===== config.mk =====
export PLATFORM = sky130hd
export DESIGN_NAME = tri_tick_timer
export DESIGN_NICKNAME = d
export VERILOG_FILES = /design/src/rtl/ttmr_pkg.sv /design/src/rtl/ttmr_tick_sync.sv /design/src/rtl/ttmr_channel.sv /design/src/rtl/ttmr_evt_stat.sv /design/src/rtl/tri_tick_timer.sv
export SDC_FILE = /design/constraint.sdc
export NUM_CORES = 2
export LEC_CHECK = 0
export ABC_AREA = 0
export CAP_MARGIN = 20
export CORE_UTILIZATION = 55
export DETAILED_ROUTE_END_ITERATION = 8
export DONT_BUFFER_PORTS = 1
export PLACE_DENSITY = 0.75
export SLEW_MARGIN = 20
export SYNTH_ARGS = -nofsm -noshare
export SYNTH_HDL_FRONTEND = slang
export SYNTH_HIERARCHICAL = 1
export SYNTH_SLANG_ARGS = --single-unit

===== constraint.sdc =====
create_clock -name clk -period 4.6 [get_ports clk]
set_input_delay 1.15 -clock clk [delete_from_list [all_inputs] [get_ports clk]]
set_output_delay 1.15 -clock clk [all_outputs]
set_load 0.02 [all_outputs]

===== src/rtl/ttmr_pkg.sv =====
package ttmr_pkg;
  localparam int TMR_W = 32;

  // register slot inside a channel window
  localparam int REG_COUNT  = 0;
  localparam int REG_LOAD   = 1;
  localparam int REG_CMPA   = 2;
  localparam int REG_CMPB   = 3;

  // event slot inside a channel triplet
  localparam int EV_CMPA = 0;
  localparam int EV_CMPB = 1;
  localparam int EV_WRAP = 2;

  // control slot inside a channel triplet
  localparam int CB_RUN = 0;
  localparam int CB_EXT = 1;
  localparam int CB_IE  = 2;

  // true when the next step would leave the counter's range
  function automatic logic ttmr_at_wrap(input logic [TMR_W-1:0] cnt, input logic up);
    return up ? (&cnt) : ~(|cnt);
  endfunction

  // plain step without wrap handling
  function automatic logic [TMR_W-1:0] ttmr_step(input logic [TMR_W-1:0] cnt, input logic up);
    return up ? cnt + 1'b1 : cnt - 1'b1;
  endfunction
endpackage


===== src/rtl/ttmr_tick_sync.sv =====
module ttmr_tick_sync #(
  parameter int STAGES = 2
) (
  input  logic clk,
  input  logic rst_n,
  input  logic tick_i,
  output logic edge_o
);
  logic [STAGES-1:0] sync_q;
  logic              prev_q;

  always_ff @(posedge clk) begin
    if (!rst_n) begin
      sync_q <= '0;
      prev_q <= 1'b0;
    end else begin
      sync_q <= {sync_q[STAGES-2:0], tick_i};
      prev_q <= sync_q[STAGES-1];
    end
  end

  assign edge_o = sync_q[STAGES-1] & ~prev_q;

  // a held level produces exactly one step request
  a_r8_single_edge_pulse: assert property (@(posedge clk) disable iff (!rst_n)
    edge_o |=> !edge_o);
endmodule


===== src/rtl/ttmr_channel.sv =====
module ttmr_channel
  import ttmr_pkg::*;
(
  input  logic             clk,
  input  logic             rst_n,
  input  logic             run,
  input  logic             use_ext,
  input  logic             ext_edge,
  input  logic             count_up,
  input  logic [3:0]       reg_wr,
  input  logic [TMR_W-1:0] wdata,
  output logic [TMR_W-1:0] count_o,
  output logic [TMR_W-1:0] load_o,
  output logic [TMR_W-1:0] cmpa_o,
  output logic [TMR_W-1:0] cmpb_o,
  output logic [2:0]       ev_o
);
  logic [TMR_W-1:0] count_q, load_q, cmpa_q, cmpb_q;
  logic             advance;
  logic             at_wrap;

  assign advance = run & (use_ext ? ext_edge : 1'b1);
  assign at_wrap = ttmr_at_wrap(count_q, count_up);

  always_ff @(posedge clk) begin
    if (!rst_n) begin
      count_q <= '0;
      load_q  <= '0;
      cmpa_q  <= '0;
      cmpb_q  <= '0;
    end else begin
      if (reg_wr[REG_COUNT])  count_q <= wdata;
      else if (advance)       count_q <= at_wrap ? load_q : ttmr_step(count_q, count_up);
      if (reg_wr[REG_LOAD])   load_q  <= wdata;
      if (reg_wr[REG_CMPA])   cmpa_q  <= wdata;
      if (reg_wr[REG_CMPB])   cmpb_q  <= wdata;
    end
  end

  assign ev_o[EV_CMPA] = advance & (count_q == cmpa_q);
  assign ev_o[EV_CMPB] = advance & (count_q == cmpb_q);
  assign ev_o[EV_WRAP] = advance & at_wrap;

  assign count_o = count_q;
  assign load_o  = load_q;
  assign cmpa_o  = cmpa_q;
  assign cmpb_o  = cmpb_q;

  // a preset beats any step in the same cycle
  a_r7_preset_wins: assert property (@(posedge clk) disable iff (!rst_n)
    reg_wr[REG_COUNT] |=> count_q == $past(wdata));

  // no step request and no preset leaves the count alone
  a_r3_hold_when_idle: assert property (@(posedge clk) disable iff (!rst_n)
    (!advance && !reg_wr[REG_COUNT]) |=> $stable(count_q));

  // up wrap reloads
  a_r4_up_wrap_reload: assert property (@(posedge clk) disable iff (!rst_n)
    (advance && count_up && (&count_q) && !reg_wr[REG_COUNT]) |=> count_q == $past(load_q));

  // down wrap reloads
  a_r5_down_wrap_reload: assert property (@(posedge clk) disable iff (!rst_n)
    (advance && !count_up && (count_q == '0) && !reg_wr[REG_COUNT]) |=> count_q == $past(load_q));
endmodule


===== src/rtl/ttmr_evt_stat.sv =====
module ttmr_evt_stat #(
  parameter int NUM_CH = 3
) (
  input  logic                  clk,
  input  logic                  rst_n,
  input  logic [3*NUM_CH-1:0]   ev_i,
  input  logic                  stat_wr,
  input  logic                  mask_wr,
  input  logic [3*NUM_CH-1:0]   wdata,
  input  logic [NUM_CH-1:0]     irq_en,
  output logic [3*NUM_CH-1:0]   status_o,
  output logic [3*NUM_CH-1:0]   mask_o,
  output logic [NUM_CH-1:0]     irq_o
);
  localparam int EVB = 3*NUM_CH;

  logic [EVB-1:0]    status_q, mask_q;
  logic [NUM_CH-1:0] pend;

  always_ff @(posedge clk) begin
    if (!rst_n) begin
      status_q <= '0;
      mask_q   <= '0;
    end else begin
      status_q <= (stat_wr ? wdata : status_q) | ev_i;
      if (mask_wr) mask_q <= wdata;
    end
  end

  for (genvar n = 0; n < NUM_CH; n++) begin : g_irq
    assign pend[n]  = |(status_q[3*n +: 3] & ~mask_q[3*n +: 3]);
    assign irq_o[n] = irq_en[n] & pend[n];

    // a fully masked channel never requests
    a_r10_masked_quiet: assert property (@(posedge clk) disable iff (!rst_n)
      (&mask_q[3*n +: 3]) |-> !irq_o[n]);
  end

  for (genvar i = 0; i < EVB; i++) begin : g_bit
    // every event lands in status
    a_r6_event_latched: assert property (@(posedge clk) disable iff (!rst_n)
      ev_i[i] |=> status_q[i]);
    // a set bit stays set until software writes it
    a_r9_sticky: assert property (@(posedge clk) disable iff (!rst_n)
      (status_q[i] && !stat_wr) |=> status_q[i]);
    // writing zero clears when no event competes
    a_r9_write_clear: assert property (@(posedge clk) disable iff (!rst_n)
      (stat_wr && !wdata[i] && !ev_i[i]) |=> !status_q[i]);
  end

  assign status_o = status_q;
  assign mask_o   = mask_q;
endmodule


===== src/rtl/tri_tick_timer.sv =====
module tri_tick_timer
  import ttmr_pkg::*;
#(
  parameter int NUM_CH = 3,
  parameter int AW     = 8
) (
  input  logic              clk,
  input  logic              rst_n,
  input  logic              bus_wr,
  input  logic              bus_rd,
  input  logic [AW-1:0]     bus_addr,
  input  logic [TMR_W-1:0]  bus_wdata,
  output logic [TMR_W-1:0]  bus_rdata,
  input  logic              ext_tick,
  output logic [NUM_CH-1:0] irq
);
  localparam int EVB    = 3*NUM_CH;
  localparam int CTRL_W = 4*NUM_CH;
  localparam int SEL_W  = AW-4;
  localparam logic [AW-1:0] CTRL_A = AW'(NUM_CH*16);
  localparam logic [AW-1:0] STAT_A = AW'(NUM_CH*16 + 4);
  localparam logic [AW-1:0] MASK_A = AW'(NUM_CH*16 + 8);

  logic [CTRL_W-1:0] ctrl_q;
  logic [EVB-1:0]    ev_all, status, mask;
  logic [NUM_CH-1:0] irq_en;
  logic              ext_edge;
  logic              aligned;
  logic [SEL_W-1:0]  win;
  logic [TMR_W-1:0]  rd_val;
  logic [TMR_W-1:0]  count_a [NUM_CH];
  logic [TMR_W-1:0]  load_a  [NUM_CH];
  logic [TMR_W-1:0]  cmpa_a  [NUM_CH];
  logic [TMR_W-1:0]  cmpb_a  [NUM_CH];

  assign aligned = (bus_addr[1:0] == 2'b00);
  assign win     = bus_addr[AW-1:4];

  ttmr_tick_sync #(.STAGES(2)) u_sync (
    .clk    (clk),
    .rst_n  (rst_n),
    .tick_i (ext_tick),
    .edge_o (ext_edge)
  );

  for (genvar n = 0; n < NUM_CH; n++) begin : g_ch
    logic [3:0] wsel;
    logic [2:0] ev;
    for (genvar k = 0; k < 4; k++) begin : g_sel
      assign wsel[k] = bus_wr & aligned & (win == SEL_W'(n)) & (bus_addr[3:2] == 2'(k));
    end

    ttmr_channel u_chan (
      .clk      (clk),
      .rst_n    (rst_n),
      .run      (ctrl_q[3*n + CB_RUN]),
      .use_ext  (ctrl_q[3*n + CB_EXT]),
      .ext_edge (ext_edge),
      .count_up (ctrl_q[EVB + n]),
      .reg_wr   (wsel),
      .wdata    (bus_wdata),
      .count_o  (count_a[n]),
      .load_o   (load_a[n]),
      .cmpa_o   (cmpa_a[n]),
      .cmpb_o   (cmpb_a[n]),
      .ev_o     (ev)
    );

    assign ev_all[3*n +: 3] = ev;
    assign irq_en[n]        = ctrl_q[3*n + CB_IE];
  end

  ttmr_evt_stat #(.NUM_CH(NUM_CH)) u_evt (
    .clk      (clk),
    .rst_n    (rst_n),
    .ev_i     (ev_all),
    .stat_wr  (bus_wr && bus_addr == STAT_A),
    .mask_wr  (bus_wr && bus_addr == MASK_A),
    .wdata    (bus_wdata[EVB-1:0]),
    .irq_en   (irq_en),
    .status_o (status),
    .mask_o   (mask),
    .irq_o    (irq)
  );

  always_ff @(posedge clk) begin
    if (!rst_n)                          ctrl_q <= '0;
    else if (bus_wr && bus_addr == CTRL_A) ctrl_q <= bus_wdata[CTRL_W-1:0];
  end

  always_comb begin
    rd_val = '0;
    for (int n = 0; n < NUM_CH; n++) begin
      if (aligned && win == SEL_W'(n)) begin
        case (bus_addr[3:2])
          2'd0:    rd_val = count_a[n];
          2'd1:    rd_val = load_a[n];
          2'd2:    rd_val = cmpa_a[n];
          default: rd_val = cmpb_a[n];
        endcase
      end
    end
    if (bus_addr == CTRL_A) rd_val = {{(TMR_W-CTRL_W){1'b0}}, ctrl_q};
    if (bus_addr == STAT_A) rd_val = {{(TMR_W-EVB){1'b0}}, status};
    if (bus_addr == MASK_A) rd_val = {{(TMR_W-EVB){1'b0}}, mask};
  end

  always_ff @(posedge clk) begin
    if (!rst_n)      bus_rdata <= '0;
    else if (bus_rd) bus_rdata <= rd_val;
  end

  // read data only moves on a read strobe
  a_r2_rdata_hold: assert property (@(posedge clk) disable iff (!rst_n)
    !bus_rd |=> $stable(bus_rdata));

  // reset leaves every interrupt line low
  a_r1_irq_after_reset: assert property (@(posedge clk)
    !rst_n |=> irq == '0);
endmodule


* After elaboration in Yosys (flattened, before gate mapping)
Index checks and enable logic that the tools add are counted.
** Storage, ports and cells
- Flip-flop bits (word level) :: 449
- Input port bits :: 45
- Output and inout port bits :: 35
- Word-level logic and storage cells :: 130
** Operators by class
- $add $sub $neg :: 6
- Equality and inequality tests :: 14
- Muxes and demuxes :: 28
- Bitwise gates (word level) :: 43
- Reduce and logical (&&, ||, !) cells :: 21
** Operators by type and width (count)
- $mux W32 :: 18
- $pmux W32 S3 :: 3
- $eq A32 B32 Y1 :: 6
- $add A32 B1 Y32 const B :: 3
- $reduce_and A32 Y1 :: 3
- $reduce_or A32 Y1 :: 3
- $sub A32 B1 Y32 const B :: 3
- $and A1 B1 Y1 :: 32
- $eq A8 B6 Y1 const B :: 3
- $and A3 B3 Y3 :: 3
- $mux W9 :: 1
- $not A3 Y3 :: 3
- $or A9 B9 Y9 :: 1
- $reduce_or A3 Y1 :: 3
- $logic_and A1 B1 Y1 :: 6
- $mux W1 :: 6
- $reduce_bool A2 Y1 :: 3
- $eq A2 B2 Y1 const B :: 2
- $eq A4 B1 Y1 const B :: 1
- $eq A4 B2 Y1 const B :: 1
- $logic_not A2 Y1 :: 2
- $logic_not A4 Y1 :: 1
- $not A1 Y1 :: 4
- $eq A2 B1 Y1 const B :: 1

* Depth between registers and ports, before layout
- Word-level depth :: 8
- Gate-level depth with buffers :: 12
- Gate-level depth less buffers :: 10

* Hierarchy
The synthesis kept the hierarchy.
** By module, submodules not included
- ttmr_channel :: instances 3, cells each 882, area an instance 7549.7 sq um, seq. area each 2562.5 sq um
- tri_tick_timer :: instances 1, cells each 473, area an instance 5122.4 sq um, seq. area each 880.8 sq um
- ttmr_evt_stat :: instances 1, cells each 69, area an instance 815.8 sq um, seq. area each 360.3 sq um
- ttmr_tick_sync :: instances 1, cells each 7, area an instance 92.6 sq um, seq. area each 60.1 sq um

* Worst setup path after synthesis
Ideal clock, no wire load.
- Path kind :: input to register
- From :: input bus_addr[2]
- To :: register g_ch[1].u_chan.cmpa_q[10]
- Setup time :: 0.128 ns
- Arrival :: 3.182 ns
- Data required time :: 4.472 ns
- Path slack :: 1.290 ns
- Stages on the path :: 11
- Buffers on the path :: 6
- Cell sequence :: buf_2 > buf_6 > buf_4 > nor2b_1 > clkbuf_1 > nand2_1 > nor2_1 > clkbuf_1 > clkbuf_1 > mux2i_1 > nor2_1
** Between the ends
- Longest elaborated chain between the ends :: 2
** Ends and longest elaborated chain
- start: declaration :: line tri_tick_timer.sv:11 : input logic [AW-1:0] bus_addr,
- $eq A2 B2 Y1 :: line tri_tick_timer.sv:50 : assign wsel[k] = bus_wr & aligned & (win == SEL_W'(n)) & (bus_addr[3:2] == 2'(k));
- $and A1 B1 Y1 :: line tri_tick_timer.sv:50
- net g_ch[1].wsel[2] :: line tri_tick_timer.sv:47 : logic [3:0] wsel;
- end signal: assignment :: line ttmr_channel.sv:35 : if (reg_wr[REG_CMPA]) cmpa_q <= wdata;
- end: declaration :: line ttmr_channel.sv:18 : logic [TMR_W-1:0] count_q, load_q, cmpa_q, cmpb_q;
The timed path passes the listed nets, and every way through them passes these cells.
A chain may end at the register's enable or synchronous reset.

* Worst setup path in the final report
- From :: register ctrl_q[9]
- To :: register g_ch[0].u_chan.count_q[30]
** Between the ends
- Longest elaborated chain between the ends :: 4
- Elaborated cells between the ends (all ways) :: 5
- Classes of those cells :: mux (5)
** Ends and longest elaborated chain
- start: declaration :: line tri_tick_timer.sv:24 : logic [CTRL_W-1:0] ctrl_q;
- start signal: assignment :: line tri_tick_timer.sv:88 : else if (bus_wr && bus_addr == CTRL_A) ctrl_q <= bus_wdata[CTRL_W-1:0];
- $mux W32 / $mux W1 (equally long branches) :: line ttmr_pkg.sv:27, ttmr_pkg.sv:22
- $mux W32 * (2 in a row) :: line ttmr_channel.sv:33 : else if (advance) count_q <= at_wrap ? load_q : ttmr_step(count_q, count_up);
- $mux W32 * :: line ttmr_channel.sv:32 : if (reg_wr[REG_COUNT]) count_q <= wdata;
- end signal: assignment :: line ttmr_channel.sv:32
- end signal: assignment :: line ttmr_channel.sv:33
- end: declaration :: line ttmr_channel.sv:18
Every way passes the cells marked *; elsewhere a longest branch is shown, timed or not. The select of a mux whose other input is x is not followed.

==> results.yml <==
power:
  p_sw_w: 0.00201
  swShare_pct: 23.8
  ir_drop_uv: 289
  p_int_w: 0.00643
  clockPowerShare_pct: 49.4
  p_leak_nw: 11.5
  power.density_nw_per_um2: 274
  pwr-share-seq_pct: 46.3
  combinationalPowerShare_pct: 4.3
layout:
  nNetsFinal: 3231
  final_util_pct: 59.9
  final_cell_mix: "449 x dfxtp_1, 423 x nor2_1, 334 x mux2i_1"
  instances_no_fill: 3812
  drive_gt1_share_pct: 9.71
  final_common_cell: "dfxtp_1"
  area_growth_pct: 7.36
  antenna_cells: 0
die:
  die_h_um: 230
  dieArea_um2: 53100
  initial_core_util_pct: 55.8
  coreArea_um2: 51400
  row_count: 83
  die_w_um: 230
  ios: 80
synth:
  ys_async_sr_fraction_pct: 0
  synthesis.area_um2: 28700
  synth_edf_count: 0
  synthCells: 3195
  synth_seq_cells: 449
  synth.distinct_cells: 87
  mappedNetlistNets: 3333
  ys_dominant_reg_cell: "dfxtp_1"
  seq_area_frac_synth_pct: 31.3
  synth.avg_cell_area_um2: 8.98
  ys.warnings.count: 6
clock_network:
  ctsResizeCount: 0
  cts.sinks: 449
  tritoncts: "done"
  numCtsBuffers: 51
  cts_max_level: 2
  cts_root_buf: "clkbuf_16"
  cts.path.max_buffers: 3
  clk_pin_slew_ps: 60
  hold_buffers: 0
  post_cts_buffers: 0
  clkLatencyLatePin_ps: 620
routing:
  routed_via_density: 7.02
  routed_wl_mm: 108
  vias: 26766
  drtIter0Drc: 4252
  wl_per_cell_um: 28.2
  ant_nets: 0
  dr.pass1.iters: 8
  drcViolationCount: 0
global_route:
  grt_pass1_vias: 25132
  grt_use_total_pct: 39.6
  grt_max_degree: 113
  grt.overflow.total: 0
  grt_pass1_wl_mm: 160
  antenna_found_initial: 4
setup_path:
  worst-setup-path-type: "reg -> reg"
  cp.arrival_ps: 4340
  rrSetupSlack_ps: 770
  critical_path.startpoint_type: "flop"
  crit_fanout: 30
  end_kind: "flop"
  cp.required_ps: 5110
timing:
  period_share_pct: 83.2
  setup_violations: 0
  finalHoldViolations: 0
  slew_viol_final: 0
  rsz0062_at_grt: "no"
  max_freq_mhz: 261
  setup_tns_ps: 0
  slew_headroom_pct: 23.9
  period_needed_ps: 3830
  worst-slew-pin-transition_ps: 1130
  fin_skew_ps: 24.6
placement:
  globalplace.congestion: 1.06
  io_buffers: 0
  placed_cells: 3720
  dp_hpwl_mm: 75.4
worst_hold_path:
  hold_path.class: "reg -> reg"
run:
  max_cap_viol_count: 0
status:
  outcome: "finished, final reports clean"
per-stage QoR:
step	setup WS, ps	area [um^2]	hold WS, ps	power (W)
2_1_floorplan	1290	28700	406	0.00432
3_3_place_gp	864	29100	408	0.00433
3_5_place_dp	793	29100	416	0.00434
4_1_cts	776	30800	429	0.00842
5_1_grt	453	30800	437	0.00860
6_report	774	30800	425	0.00844
layout make-up:
class | count | area [um^2]
multi-input combinational | 2502 | 18700
inverter | 39 | 150
fill | 4403 | 20600
clock inverter | 24 | 250
timing repair buffer | 50 | 425
sequential | 449 | 8990
tap | 680 | 851
clock buffer | 68 | 1420
synth_stat cells (16+ instances only):
master | number | area [um^2]
dfxtp_1 | 449 | 8990
nor2_1 | 436 | 1640
mux2i_1 | 334 | 3340
xnor2_1 | 168 | 1470
a21oi_1 | 162 | 811
nand2_1 | 162 | 608
clkbuf_1 | 130 | 488
nand4_1 | 130 | 813
o21ai_0 | 121 | 606
mux4_2 | 94 | 2120
ha_1 | 90 | 1130
xor2_1 | 81 | 709
nand3_1 | 65 | 325
nor4_1 | 54 | 338
a21o_1 | 48 | 360
a211oi_1 | 43 | 323
nor2b_1 | 37 | 231
inv_1 | 36 | 135
buf_2 | 34 | 170
and3_1 | 33 | 206
o211ai_1 | 33 | 248
o21a_1 | 27 | 203
nand2b_1 | 26 | 163
a221oi_1 | 25 | 219
nor3_1 | 24 | 120
a31oi_1 | 21 | 131
and2_1 | 21 | 131
and4_1 | 20 | 175
buf_1 | 19 | 71.3
o21ai_1 | 16 | 80.1
cell families (layout without fill, tap and decap cells):
group	after synthesis	count (layout)	share of synthesized area, %
buf+inv	244	181	3.79
fa+ha+maj	93	93	4.14
compound gates	644	644	15.0
xor+xnor	249	249	7.60
flops	449	449	31.3
mux	437	437	19.5
simple gates	1079	1079	18.7
state kept, by name (all words and copies together) (netlist names), 2 cells and up:
register / count
g_ch.u_chan/cmpa_o: 96
g_ch.u_chan/cmpb_o: 96
g_ch.u_chan/count_o: 96
g_ch.u_chan/load_o: 96
bus_rdata: 32
ctrl_q: 12
u_evt/mask_o: 9
u_evt/status_o: 9
u_sync/sync_q: 2
layer usage:
layer	global-route usage (%)	wire, um	vias up
met5	0	58	-
met4	20.7	6240	8
met3	11.4	14200	380
met2	58.1	45300	1907
met1	52.7	41800	12874
li1	-	-	11597
final timing paths:
kind	start	endpoint	depth (start not counted)
setup / recovery	ctrl_q[9]	g_ch[0].u_chan/count_o[30]	10
hold / removal	u_sync/sync_q[0]	u_sync/sync_q[1]	1
setup reg to reg	ctrl_q[9]	g_ch[0].u_chan/count_o[30]	10
hold reg to reg	u_sync/sync_q[0]	u_sync/sync_q[1]	1
power by group through the flow:
stage	clock network (W)	logic [W]	registers (W)
3_5_place_dp	0	0.000345	0.00399
4_1_cts	0.00416	0.000347	0.00391
6_report	0.00417	0.000360	0.00391
3_3_place_gp	0	0.000341	0.00399
2_1_floorplan	0	0.000332	0.00399
5_1_grt	0.00431	0.000377	0.00391
worst max-delay path, stage by stage, from the launching register on:
cell and delay (ps):
dfxtp_1 410, inv_1 850, ha_1 440, a21oi_1 180, o21ai_0 140, or3b_1 400, o2111ai_1 310, nand3_1 160
o41ai_1 400, nor4b_1 120, o31a_1 310
No activity file was read; power rests on OpenSTA's default activity.
